===== src/rtl/burst_pkg.sv =====
package burst_pkg;
  typedef enum logic {
    ORD_LINEAR     = 1'b0,
    ORD_INTERLEAVE = 1'b1
  } burst_order_e;
endpackage


===== src/rtl/burst_beat_ctr.sv =====
// Holds the start offset and the beat count and exposes their next-state values.
module burst_beat_ctr #(
  parameter int OFS_W = 2
) (
  input  logic             clk,
  input  logic             rst,
  input  logic             clk_en,
  input  logic             load,
  input  logic             advance,
  input  logic [OFS_W-1:0] start_in,
  output logic [OFS_W-1:0] start_d,
  output logic [OFS_W-1:0] cnt_d,
  output logic [OFS_W-1:0] cnt_q
);
  localparam logic [OFS_W-1:0] ONE = OFS_W'(1);

  logic [OFS_W-1:0] start_q;

  always_comb begin
    start_d = start_q;
    cnt_d   = cnt_q;
    if (rst) begin
      start_d = '0;
      cnt_d   = '0;
    end else if (clk_en) begin
      if (load) begin
        start_d = start_in;
        cnt_d   = '0;
      end else if (advance) begin
        cnt_d = cnt_q + ONE;  // wraps after the last beat
      end
    end
  end

  always_ff @(posedge clk) begin
    start_q <= start_d;
    cnt_q   <= cnt_d;
  end
endmodule


===== src/rtl/burst_ofs_map.sv =====
// Maps a start offset and a beat count to a beat offset in the selected order.
module burst_ofs_map
  import burst_pkg::*;
#(
  parameter int OFS_W = 2
) (
  input  burst_order_e     order,
  input  logic [OFS_W-1:0] start,
  input  logic [OFS_W-1:0] cnt,
  output logic [OFS_W-1:0] ofs
);
  logic [OFS_W-1:0] lin_ofs;
  logic [OFS_W-1:0] ilv_ofs;

  genvar i;
  generate
    for (i = 0; i < OFS_W; i++) begin : g_ilv
      assign ilv_ofs[i] = start[i] ^ cnt[i];
    end
  endgenerate

  assign lin_ofs = start + cnt;
  assign ofs     = (order == ORD_INTERLEAVE) ? ilv_ofs : lin_ofs;
endmodule


===== src/rtl/burst_addr_gen.sv =====
module burst_addr_gen
  import burst_pkg::*;
#(
  parameter int ADDR_W = 20,
  parameter int OFS_W  = 2
) (
  input  logic              clk,
  input  logic              rst,
  input  logic              clk_en,
  input  logic              load,
  input  logic              advance,
  input  logic              order_ilv,
  input  logic [ADDR_W-1:0] addr_in,
  output logic [ADDR_W-1:0] addr_out,
  output logic [OFS_W-1:0]  beat
);
  localparam int UP_W = ADDR_W - OFS_W;

  logic [OFS_W-1:0] start_d;
  logic [OFS_W-1:0] cnt_d;
  logic [OFS_W-1:0] ofs_d;
  logic [UP_W-1:0]  upper_q;
  logic [UP_W-1:0]  upper_d;
  burst_order_e     order;

  assign order = burst_order_e'(order_ilv);

  burst_beat_ctr #(.OFS_W(OFS_W)) u_ctr (
    .clk      (clk),
    .rst      (rst),
    .clk_en   (clk_en),
    .load     (load),
    .advance  (advance),
    .start_in (addr_in[OFS_W-1:0]),
    .start_d  (start_d),
    .cnt_d    (cnt_d),
    .cnt_q    (beat)
  );

  burst_ofs_map #(.OFS_W(OFS_W)) u_map (
    .order (order),
    .start (start_d),
    .cnt   (cnt_d),
    .ofs   (ofs_d)
  );

  always_comb begin
    upper_d = upper_q;
    if (rst)                upper_d = '0;
    else if (clk_en && load) upper_d = addr_in[ADDR_W-1:OFS_W];
  end

  always_ff @(posedge clk) begin
    upper_q  <= upper_d;
    addr_out <= {upper_d, ofs_d};
  end
endmodule


===== config.mk =====
export PLATFORM = sky130hd
export DESIGN_NAME = burst_addr_gen
export DESIGN_NICKNAME = d
export VERILOG_FILES = /design/src/rtl/burst_pkg.sv /design/src/rtl/burst_beat_ctr.sv /design/src/rtl/burst_ofs_map.sv /design/src/rtl/burst_addr_gen.sv
export SDC_FILE = /design/constraint.sdc
export NUM_CORES = 1
export LEC_CHECK = 0
export BUFFER_PORTS_ARGS = -buffer_cell sky130_fd_sc_hd__buf_2
export CAP_MARGIN = 20
export CORE_ASPECT_RATIO = 1.5
export CORE_MARGIN = 2
export CORE_UTILIZATION = 42
export CTS_CLUSTER_DIAMETER = 60
export DETAILED_ROUTE_END_ITERATION = 7
export PLACE_DENSITY = 0.76
export SLEW_MARGIN = 20
export SYNTH_ARGS = -nofsm -noshare
export SYNTH_HDL_FRONTEND = slang
export SYNTH_SLANG_ARGS = --single-unit

===== constraint.sdc =====
create_clock -name clk -period 1.9 [get_ports clk]
set_clock_uncertainty 0.2 [all_clocks]
set_input_delay 0.095 -clock clk [delete_from_list [all_inputs] [get_ports clk]]
set_output_delay 0.095 -clock clk [all_outputs]
set_load 0.02 [all_outputs]

### Word-level counts from Yosys, hierarchy flattened

Index checks and enable logic that the tools add are counted.
W data, S select, Z words.

| operators by class | value |
|---|---|
| add/subtract/negate cells | 2 |
| muxes and demuxes | 10 |
| bitwise logic cells | 2 |
| reduce and logical (&&, ||, !) cells | 1 |

Operators with widths:

| kind | count |
|---|---|
| $mux W18 | 2 |
| $mux W2 | 8 |
| $add A2 B1 Y2 const B | 1 |
| $add A2 B2 Y2 | 1 |
| $xor A1 B1 Y1 | 2 |
| $logic_and A1 B1 Y1 | 1 |

| storage, ports and cells | value |
|---|---|
| register bits after elaboration | 42 |
| input port bits | 26 |
| output and inout port bits | 22 |
| logic and storage cells | 19 |

### Depth between registers and ports, before layout

Gate-level depths: netlist of run 1.

| logic depth | value |
|---|---|
| depth in word-level cells | 7 |
| depth in mapped cells | 9 |
| mapped depth without buffers | 8 |

### Modules after synthesis

From an unflattened synthesis of run 1, not the netlist that was laid out.

| second synthesis, totals | value |
|---|---|
| cell total of the unflattened synthesis | 108 |
| area total of the unflattened synthesis | 1107.3 µm² |

Modules (own cells, without submodules):

| module | instances | cells each | area an instance (µm²) | sequential area each (µm²) |
|---|---|---|---|---|
| burst_addr_gen | 1 | 84 | 902.1 | 400.4 |
| burst_beat_ctr | 1 | 20 | 168.9 | 80.1 |
| burst_ofs_map | 1 | 4 | 36.3 | 0.0 |

### Least setup slack after synthesis of run 1

Ideal clock, no wire load.

| timing | value |
|---|---|
| kind | flip-flop to flip-flop |
| start | reg u_ctr.cnt_q[0] |
| end | reg addr_out[1] |
| library setup time | 0.120 ns |
| arrival time | 1.362 ns |
| required time | 1.580 ns |
| setup slack | 0.219 ns |
| stages on the path, launching flop included | 9 |
| buffers on the path | 0 |
| period minus slack after synthesis | 1.681 ns |
| path through | dfxtp_1 nand3b_1 a21oi_1 a21oi_1 nor2_1 ha_1 nor2b_1 xnor2_1 xnor2_1 |

| between the ends | value |
|---|---|
| cells in the longest elaborated chain, start to end | 7 |
| elaborated cells between the ends (all ways) | 8 |
| classes of those cells | add/sub: 2; mux: 5; bitwise: 1 |

Ends and longest elaborated chain:

| element | RTL line | source |
|---|---|---|
| start: declaration | burst_beat_ctr.sv:13 | `output logic [OFS_W-1:0] cnt_q` |
| start signal: assignment | burst_beat_ctr.sv:37 | `cnt_q <= cnt_d;` |
| $add A2 B1 Y2 | burst_beat_ctr.sv:30 | `cnt_d = cnt_q + ONE;` |
| $mux W2 | burst_beat_ctr.sv:29 | `end else if (advance) begin` |
| $mux W2 | burst_beat_ctr.sv:26 | `if (load) begin` |
| $mux W2 * | burst_beat_ctr.sv:25 | `end else if (clk_en) begin` |
| $mux W2 * | burst_beat_ctr.sv:22 | `if (rst) begin` |
| named net cnt_d[0] | burst_addr_gen.sv:20 | `logic [OFS_W-1:0] cnt_d;` |
| $add A2 B2 Y2 * | burst_ofs_map.sv:22 | `assign lin_ofs = start + cnt;` |
| $mux W2 * | burst_ofs_map.sv:23 | `assign ofs = (order == ORD_INTERLEAVE) ? ilv_ofs : lin_ofs;` |
| named net ofs_d[1] | burst_addr_gen.sv:21 | `logic [OFS_W-1:0] ofs_d;` |
| end signal: assignment | burst_addr_gen.sv:55 | `addr_out <= {upper_d, ofs_d};` |
| end: declaration | burst_addr_gen.sv:14 | `output logic [ADDR_W-1:0] addr_out,` |

The timed path passes the listed nets; every way through them passes the cells marked *.

### Worst setup path after layout of run 1

| timing | value |
|---|---|
| start | in addr_in[1] |
| end | reg addr_out[1] |

| between the ends | value |
|---|---|
| cells in the longest elaborated chain, start to end | 5 |
| elaborated cells between the ends (all ways) | 6 |
| classes of those cells | add/sub: 1; mux: 4; bitwise: 1 |

Ends and longest elaborated chain:

| element | RTL line | source |
|---|---|---|
| start: declaration | burst_addr_gen.sv:13 | `input logic [ADDR_W-1:0] addr_in,` |
| $mux W2 * | burst_beat_ctr.sv:26 |  |
| $mux W2 * | burst_beat_ctr.sv:25 |  |
| $mux W2 * | burst_beat_ctr.sv:22 |  |
| named net start_d[1] | burst_addr_gen.sv:19 | `logic [OFS_W-1:0] start_d;` |
| $add A2 B2 Y2 / $xor A1 B1 Y1 (equally long branches) | burst_ofs_map.sv:22, burst_ofs_map.sv:18 |  |
| $mux W2 * | burst_ofs_map.sv:23 |  |
| named net ofs_d[1] | burst_addr_gen.sv:21 |  |

Marks and branches as above.

==> results of run 1 <==
[worst min-delay path: stages]
cell and delay [ns]:
buf_2 0.13, nand3b_1 0.16, a31oi_4 0.10
[power by group]
part	switching [mW]	total, mW	internal (mW)
Combinational	0.0975	0.198	0.101
Sequential	0.0108	0.537	0.527
Clock	0.133	0.207	0.0739
[final cells by class]
class                           instances  area (µm²)  share of cell area [%]
Inverter                                1        3.75                   0.244
Multi-Input combinational cell         76         383                    24.9
Sequential cell                        24         480                    31.3
Timing Repair Buffer                   86         618                    40.3
Clock buffer                            3        22.5                    1.47
Tap cell                               22        27.5                    1.79
[sequential cells by signal (all words and copies together), names as in the netlist]
signal         flops
addr_out           3
u_ctr.start_q      2
upper_q           17
u_ctr.cnt_q        2
[routing by layer]
metal,share of wire [%],vias to the layer above,GRT usage [%]
met5,0,-,0
met1,37,483,26.1
met2,58,42,50.4
li1,-,518,-
met4,0.21,0,6.91
met3,5.3,2,3.32
[worst max-delay path by stage]
| stage | from | to | cells after the start |
|---|---|---|---|
| after floorplan | u_ctr.cnt_q[0]$_DFF_P_ | addr_out[1]$_DFF_P_ | 8 |
| after global placement | u_ctr.cnt_q[0]$_DFF_P_ | addr_out[1]$_DFF_P_ | 8 |
| after detailed placement | u_ctr.cnt_q[0]$_DFF_P_ | addr_out[1]$_DFF_P_ | 8 |
| after CTS | addr_in[1] | addr_out[1]$_DFF_P_ | 7 |
| after global routing | u_ctr.cnt_q[0]$_DFF_P_ | addr_out[1]$_DFF_P_ | 8 |
| final | addr_in[1] | addr_out[1]$_DFF_P_ | 7 |
[cells by family (layout without fill, tap and decap cells)]
family | count (synthesis) | count (layout) | synth area share (%)
compound gates | 24 | 24 | 16.0
xor+xnor | 2 | 2 | 1.98
fa+ha+maj | 1 | 1 | 1.41
buf+inv | 6 | 90 | 2.83
flops | 24 | 24 | 54.3
simple gates | 49 | 49 | 23.5
[cell usage in the layout, fill, tap and decap left out, drive strengths merged]
cell         synthesis  routed
dfxtp               24      24
a21bo                1       1
dlygate4sd3          0      36
nand2b               1       1
nor2                 1       1
nand3b               2       2
inv                  1       1
a21oi               22      22
ha                   1       1
and2                 1       1
buf                  2      50
clkbuf               3       3
xnor2                2       2
nor2b                1       1
nand3                1       1
a31oi                1       1
nand2               41      41
or4                  1       1
[what timing repair did]
| action | in CTS | in global routing |
|---|---|---|
| hold buffers | 36 | 0 |
| hold endpoints to repair | 23 | 0 |
| endpoints found under the setup margin | 0 | 1 |
| gates resized for setup | 0 | 1 |
==> run_results.csv, run 1 <==
group,metric,value,unit
clocking,cts_sinks,24,
clocking,cts_max_level,1,
layout,layout-drive-gt1-share,30.0,%
synthesis,synth_area_per_cell,8.35,µm²
timing,hold_viol,0,
synthesis,yosysMostFrequentCell,"nand2_1",
floorplan,placementRows,20,
pwr,peakVddDrop,0.560,mV
setup_path,reg2regPathDepth,8,
global_route,grt_max_degree,19,
place,place_area,0.00115,mm²
clocking,postCtsSetupBuffers,0,
clocking,cts_root_buf,"clkbuf_4",
clocking,cts_made_buffers,3,
synthesis,synth_edf_count,0,
global_route,antenna_found_initial,0,
min_path,hold_depth,3,
routing,wirelength,2840,µm
setup_path,r2r_start,"u_ctr.cnt_q[0]$_DFF_P_",
timing,fin_crit,1.80,ns
place,dp_cells,173,
place,port-buffer-count,47,
timing,hold_ws,0.0337,ns
synthesis,syn_nets,133,
min_path,hp-start,"load",
setup_path,cp.required,1.94,ns
floorplan,fp.coreArea,0.00200,mm²
timing,tns,0,ns
pwr,powerDensity,614,mW/mm²
pwr,leakagePower,0.721,nW
setup_path,cp.arrival,1.84,ns
synthesis,yosysSeqAreaShare,54.3,%
timing,period_share,94.6,%
timing,worstMarginPinSlew,0.237,ns
setup_path,crit_family,"buffers and inverters",
routing,routedWlPerCell,13.4,µm
global_route,grt_usage,24.8,%
setup_path,rrSetupSlack,0.18,ns
synthesis,ys_ff_latch,24,
routing,num_vias,1045,
outcome,status,"finished, final reports clean",
layout,num-fill-cells,152,
place,gp_congestion,0.803,
clocking,clockBufferDepth,2,
setup_path,max_stage_delay,0.57,ns
setup_path,cp-end-kind,"register",
timing,rsz0062_at_grt,"no",
synthesis,synthTopCellsByArea,"dfxtp_1 54%, nand2_1 17%, a21oi_1 12%, a31oi_4 2.4%, xnor2_1 2.0%",
synthesis,synth_top_flop_cell,"dfxtp_1",
pwr,p_total,0.943,mW
timing,relSlewSlack,84.2,%
setup_path,worstPathMaxFanout,2,
synthesis,synth_commonest_cells,"41 x nand2_1, 24 x dfxtp_1, 22 x a21oi_1",
floorplan,die_height,60.2,µm
routing,avgViaCountPerCell,4.93,
routing,drt_first_pass_iters,4,
layout,final_cells,212,
timing,setup_viol,0,
clocking,cts_tree,"yes",
setup_path,critPathKind,"input port to register",
min_path,hp-class,"input port to register",
setup_path,start_kind,"input port",
global_route,grt-ovfl-total,0,
global_route,grt_pass1_wl,4730,µm
layout,num_antenna_cells,0,
layout,flow.area_growth_from_synthesis,73.6,%
synthesis,synth_top_area_cell,"dfxtp_1",
routing,drc_errors,0,
run,cap_violations,0,
synthesis,ys_async_sr_fraction,0,%
synthesis,synth.distinct_cells,17,
synthesis,syn-instance-count,106,
floorplan,initial_core_util,44.2,%
min_path,hold_end,"u_ctr.cnt_q[1]$_DFF_P_",
floorplan,die-area,0.00250,mm²
global_route,grt_pass1_vias,1098,
setup_path,reg2reg_to,"addr_out[1]$_DFF_P_",
setup_path,cp_num_buf_inv,3,
timing,fin_ws,0.102,ns
synthesis,syn_area,885,µm²
clocking,cts.reportedPaths.clkPinSlew,0.11,ns
setup_path,worstPathCellList,"dlygate4sd3_1 > buf_2 > nand3_1 > dlygate4sd3_1 > a21oi_2 > xnor2_1 > xnor2_1",
layout,final_core_util,76.7,%
routing,ant_nets,0,
layout,nets,219,
clocking,insertion_delay,0.30,ns
routing,drt_iter0_drc,21,
floorplan,die_x,41.5,µm
synthesis,yosysTopAreaCellShare,54.3,%
layout,design_area,0.00154,mm²
timing,drv_slew,0,
setup_path,crit_slowest_cell,"dlygate4sd3_1",
timing,max_freq,556,MHz
place,place_ws,0.222,ns
floorplan,ioPinCount,48,
synthesis,ys_warn_count,0,
(Power assumes the default switching activity.)
==> inputs of run 2 (changes only) <==
--- a/config.mk
+++ b/config.mk
@@ -12,8 +12,9 @@
 export CORE_UTILIZATION = 42
 export CTS_CLUSTER_DIAMETER = 60
 export DETAILED_ROUTE_END_ITERATION = 7
-export PLACE_DENSITY = 0.76
+export PLACE_DENSITY = 0.72
 export SLEW_MARGIN = 20
 export SYNTH_ARGS = -nofsm -noshare
 export SYNTH_HDL_FRONTEND = slang
 export SYNTH_SLANG_ARGS = --single-unit
+export TNS_END_PERCENT = 50
==> run 2 against run 1 <==
Effect of this change: flip-flop and latch count did not move; first-iteration DRC count fell by 43%; cell count fell by 3.8%; combinational power fell by 6%; sequential power barely moved; power rose by 3.8%; worst hold slack improved by 0.018 ns; critical path type unchanged.
==> run_results.csv, run 2 (synthesis gave the netlist of run 1 again) <==
group,metric,value,unit
clocking,clockBufferDepth,2,
layout,flow.area_growth_from_synthesis,67.2,%
clocking,cts_root_buf,"clkbuf_4",
floorplan,placementRows,20,
pwr,seq_power_share,54.9,%
layout,largest_register,"upper_q",
clocking,cts.reportedPaths.clkPinSlew,0.12,ns
clocking,cts_max_level,1,
pwr,p_comb_share,19.1,%
routing,avgViaCountPerCell,4.98,
floorplan,die_height,60.2,µm
place,dp_hpwl,1480,µm
place,gp_congestion,0.706,
setup_path,max_stage_delay,0.57,ns
layout,num-fill-cells,152,
timing,period_share,97.9,%
global_route,grt-ovfl-total,0,
layout,layout_commonest_cell,"buf_2",
global_route,antenna_found_initial,0,
pwr,peakVddDrop,0.514,mV
global_route,grt_pass1_wl,4010,µm
timing,worstMarginPinSlew,0.212,ns
floorplan,die_x,41.5,µm
setup_path,worstPathMaxFanout,6,
layout,largest_registers,"upper_q: 17 flops, addr_out: 3 flops",
pwr,swShare,24.7,%
clocking,cts_made_buffers,3,
setup_path,start_kind,"input port",
routing,drc_errors,0,
layout,final_core_util,73.9,%
setup_path,crit_slowest_cell,"dlygate4sd3_1",
clocking,cts_sinks,24,
pwr,leakagePower,0.677,nW
layout,final_cell_mix,"45 x buf_2, 41 x nand2_1, 26 x dlygate4sd3_1, 24 x dfxtp_1, 20 x a21oi_1",
routing,num_vias,1016,
timing,setup_viol,0,
clocking,cts_tree,"yes",
layout,num_antenna_cells,0,
floorplan,initial_core_util,44.2,%
global_route,grt_pass1_vias,1015,
timing,drv_slew,0,
pwr,clkPwrFrac,26.0,%
floorplan,fp.coreArea,0.00200,mm²
setup_path,rrSetupSlack,0.11,ns
floorplan,ioPinCount,48,
place,port-buffer-count,47,
place,dp_cells,173,
timing,relSlewSlack,85.8,%
layout,final_cells,204,
layout,nets,210,
global_route,grt_max_degree,20,
global_route,grt_usage,20.6,%
min_path,hp-class,"input port to register",
run,cap_violations,0,
min_path,hold_depth,4,
pwr,powerDensity,661,mW/mm²
routing,wirelength,2520,µm
routing,routedWlPerCell,12.4,µm
setup_path,reg2regPathDepth,6,
pwr,p_sw,0.241,mW
routing,ant_nets,0,
timing,hold_viol,0,
floorplan,die-area,0.00250,mm²
setup_path,cp.arrival,1.89,ns
timing,fin_crit,1.86,ns
layout,largest_reg_flops,17,
pwr,p_total,0.978,mW
setup_path,cp.required,1.94,ns
clocking,insertion_delay,0.30,ns
outcome,status,"finished, final reports clean",
setup_path,cpMostUsedCell,"dlygate4sd3_1",
setup_path,cp-end-kind,"register",
timing,max_freq,538,MHz
setup_path,critPathKind,"input port to register",
layout,layout-drive-gt1-share,34.1,%
routing,drt_iter0_drc,12,
pwr,p_int,0.737,mW
setup_path,worstPathCellList,"dlygate4sd3_1 > buf_4 > nand3_1 > dlygate4sd3_1 > a21oi_2 > xnor2_2 > xnor2_1",
routing,drt_first_pass_iters,4,
timing,hold_ws,0.0514,ns
[run 2: changes by cell type in the layout (fill, tap and decap cells not counted), sizes merged]
cell	delta
buf	+1
clkbuf	+1
dlygate4sd3	-10
[run 2: cell type report]
type	instances	area, µm²	area share, %
repair buffers	77	534	36.1
flip-flops and latches	24	480	32.5
multi-input cells	76	397	26.8
clock buffers	4	36.3	2.45
well taps	22	27.5	1.86
inverters	1	3.75	0.254
[run 2: stage by stage]
step / cell area [µm²] / setup TNS [ns] / setup slack (ns)
6_report: 1480 / 0 / 0.0408
2_1_floorplan: 885 / 0 / 0.219
4_1_cts: 1440 / 0 / 0.0165
5_1_grt: 1480 / -0.0389 / -0.0204
3_5_place_dp: 1150 / 0 / 0.190
3_3_place_gp: 1150 / 0 / 0.326
[run 2: repair_timing]
item / 4_1_cts / 5_1_grt
setup buffers: 0 / 1
hold buffers: 25 / 1
setup endpoints to repair: 0 / 2
resized for setup: 0 / 7
endpoints found under the hold margin: 22 / 1
[run 2: routing by layer]
metal	vias up	global-route usage (%)	routed length [µm]
met3	6	3.02	174
met5	-	0	0
li1	498	-	-
met1	462	20.4	910
met4	0	10.6	51
met2	50	40.8	1380
[run 2: final timing paths]
kind                                 from                       to
setup / recovery                   clk_en      addr_out[1]$_DFF_P_
hold / removal                    advance   u_ctr.cnt_q[1]$_DFF_P_
setup reg to reg   u_ctr.cnt_q[0]$_DFF_P_   u_ctr.cnt_q[0]$_DFF_P_
hold reg to reg   upper_q[5]$_SDFFE_PP0P_  upper_q[5]$_SDFFE_PP0P_
[run 2: worst max-delay path, delay by kind of cell]
kind | cells | cell delay, ns
simple gates | 1 | 0.07
compound gates | 1 | 0.20
buf+inv | 3 | 1.26
xor+xnor | 2 | 0.27
[run 2: power groups by stage]
stage	combinational (mW)	sequential [mW]	clock, mW
after floorplan	0.0465	0.576	0
after global placement	0.134	0.547	0
after detailed placement	0.138	0.548	0
after CTS	0.176	0.537	0.264
after global routing	0.204	0.540	0.281
final	0.187	0.537	0.254
==> inputs of run 3 (changes only) <==
--- a/config.mk
+++ b/config.mk
@@ -9,10 +9,10 @@
 export CAP_MARGIN = 20
 export CORE_ASPECT_RATIO = 1.5
 export CORE_MARGIN = 2
-export CORE_UTILIZATION = 42
+export CORE_UTILIZATION = 40
 export CTS_CLUSTER_DIAMETER = 60
 export DETAILED_ROUTE_END_ITERATION = 7
-export PLACE_DENSITY = 0.72
+export PLACE_DENSITY = 0.69
 export SLEW_MARGIN = 20
 export SYNTH_ARGS = -nofsm -noshare
 export SYNTH_HDL_FRONTEND = slang
==> run 3 against run 2 <==
Effect of this change: non-clock buffer count shrank 1; flip-flop and latch count is the same; worst hold slack got worse by 0.020 ns; via count decreased by 4.1%; critical path type unchanged; largest cell class unchanged; highest routed layer unchanged.
==> run_results.csv, run 3 (synthesis gave the netlist of run 1 again) <==
group,metric,value,unit
floorplan,ioPinCount,48,
setup_path,worstPathCellList,"dlygate4sd3_1 > buf_2 > nand3_1 > dlygate4sd3_1 > a21oi_2 > xnor2_1 > xnor2_1",
layout,largest_reg_flops,17,
routing,routed.top_layer,"met4",
layout,layout-drive-gt1-share,32.0,%
routing,route.met2.wl,1360,µm
routing,ant_nets,0,
timing,max_freq,546,MHz
place,port-buffer-count,47,
clocking,cts_root_buf,"clkbuf_4",
layout,nets,209,
timing,hold_viol,0,
layout,final_cells,203,
floorplan,fp.coreArea,0.00205,mm²
clocking,postCtsSetupBuffers,0,
clocking,insertion_delay,0.30,ns
layout,flow.area_growth_from_synthesis,64.1,%
clocking,clockBufferDepth,2,
clocking,cts_sinks,24,
setup_path,cp.required,1.94,ns
timing,rsz0062_at_grt,"no",
place,gp_congestion,0.791,
layout,num_antenna_cells,0,
floorplan,initial_core_util,43.1,%
run,cap_violations,0,
layout,final_cell_mix,"46 x buf_2, 41 x nand2_1, 26 x dlygate4sd3_1, 24 x dfxtp_1, 21 x a21oi_1",
place,dp_cells,173,
place,place_area,0.00115,mm²
routing,avgViaCountPerCell,4.80,
routing,drt_first_pass_iters,4,
setup_path,start_kind,"input port",
global_route,grt_usage,18.7,%
routing,wl_met1,902,µm
routing,route.met3.wl,133,µm
clocking,cts.reportedPaths.clkPinSlew,0.12,ns
pwr,peakVddDrop,0.462,mV
setup_path,crit_family,"buffers and inverters",
timing,setup_viol,0,
timing,tns,0,ns
clocking,cts_max_level,1,
routing,routedWlPerCell,11.9,µm
min_path,hp-class,"input port to register",
global_route,grt_max_degree,21,
outcome,status,"finished, final reports clean",
timing,relSlewSlack,84.7,%
floorplan,die_x,42.4,µm
global_route,grt_pass1_wl,3700,µm
setup_path,rrSetupSlack,0.20,ns
routing,drt_iter0_drc,22,
routing,drc_errors,0,
routing,num_vias,974,
setup_path,worstPathMaxFanout,7,
floorplan,die_height,61.6,µm
layout,design_area,0.00145,mm²
clocking,cts_made_buffers,3,
layout,layout_commonest_cell,"buf_2",
timing,period_share,96.4,%
setup_path,max_stage_delay,0.57,ns
global_route,antenna_found_initial,0,
floorplan,placementRows,20,
clocking,cts_tree,"yes",
setup_path,cp-end-kind,"register",
global_route,grt-ovfl-total,0,
timing,fin_crit,1.83,ns
timing,drv_slew,0,
setup_path,critPathKind,"input port to register",
setup_path,crit_slowest_cell,"dlygate4sd3_1",
routing,wirelength,2420,µm
pwr,leakagePower,0.666,nW
layout,largest_register,"upper_q",
global_route,grt_pass1_vias,884,
setup_path,cp_num_buf_inv,3,
floorplan,die-area,0.00261,mm²
setup_path,cp.arrival,1.87,ns
layout,largest_registers,"upper_q: 17 flops, addr_out: 3 flops",
place,dp_hpwl,1500,µm
timing,worstMarginPinSlew,0.229,ns
pwr,powerDensity,670,mW/mm²
==> run 3: worst reg2reg max path, delay by kind of cell, from the launching register on <==
kind | cells | cell delay [ns]
compound gates | 2 | 0.20
xor+xnor | 2 | 0.29
fa+ha+maj | 1 | 0.15
flops | 1 | 0.36
simple gates | 3 | 0.44
==> run 3: area by class of cell <==
type | count | area, µm²
fillers | 169 | 601
repair buffers | 76 | 520
flip-flops and latches | 24 | 480
multi-input cells | 76 | 383
clock buffers | 4 | 36.3
well taps | 22 | 27.5
inverters | 1 | 3.75
==> run 3: what timing repair did <==
action / 4_1_cts / 5_1_grt
setup endpoints to repair: 0 / 1
hold buffers: 26 / 0
endpoints found under the hold margin: 23 / 0
gates resized for setup: 0 / 2
==> run 3: per-layer routing <==
layer  global-route usage (%)  vias up
li1                         -      494
met1                     18.6      445
met2                     38.0       33
met3                     2.64        2
met4                     8.48        0
met5                        0        -
==> run 3: final timing paths <==
check	start	to	depth (start not counted)
hold / removal	advance	u_ctr.cnt_q[1]$_DFF_P_	4
setup / recovery	load	addr_out[1]$_DFF_P_	7
setup reg to reg	u_ctr.cnt_q[0]$_DFF_P_	addr_out[1]$_DFF_P_	8
hold reg to reg	upper_q[12]$_SDFFE_PP0P_	upper_q[12]$_SDFFE_PP0P_	2
==> run 3: power by group <==
part,switching [mW],total [mW],internal [mW]
Sequential,0.0103,0.537,0.527
Combinational,0.0915,0.181,0.0900
Clock,0.137,0.254,0.117
==> run 3: per-stage QoR <==
| step | hold WS, ns | worst slack [ns] | utilization [%] | power, mW |
|---|---|---|---|---|
| 5_1_grt | 0.0136 | 0.00314 | 70.7 | 1.02 |
| 2_1_floorplan | -0.0364 | 0.219 | - | 0.622 |
| 3_3_place_gp | 0.118 | 0.329 | 56.0 | 0.682 |
| 4_1_cts | 0.0203 | 0.0291 | 70.4 | 0.985 |
| 3_5_place_dp | 0.127 | 0.244 | 56.0 | 0.686 |
| 6_report | 0.0311 | 0.0687 | 70.7 | 0.973 |
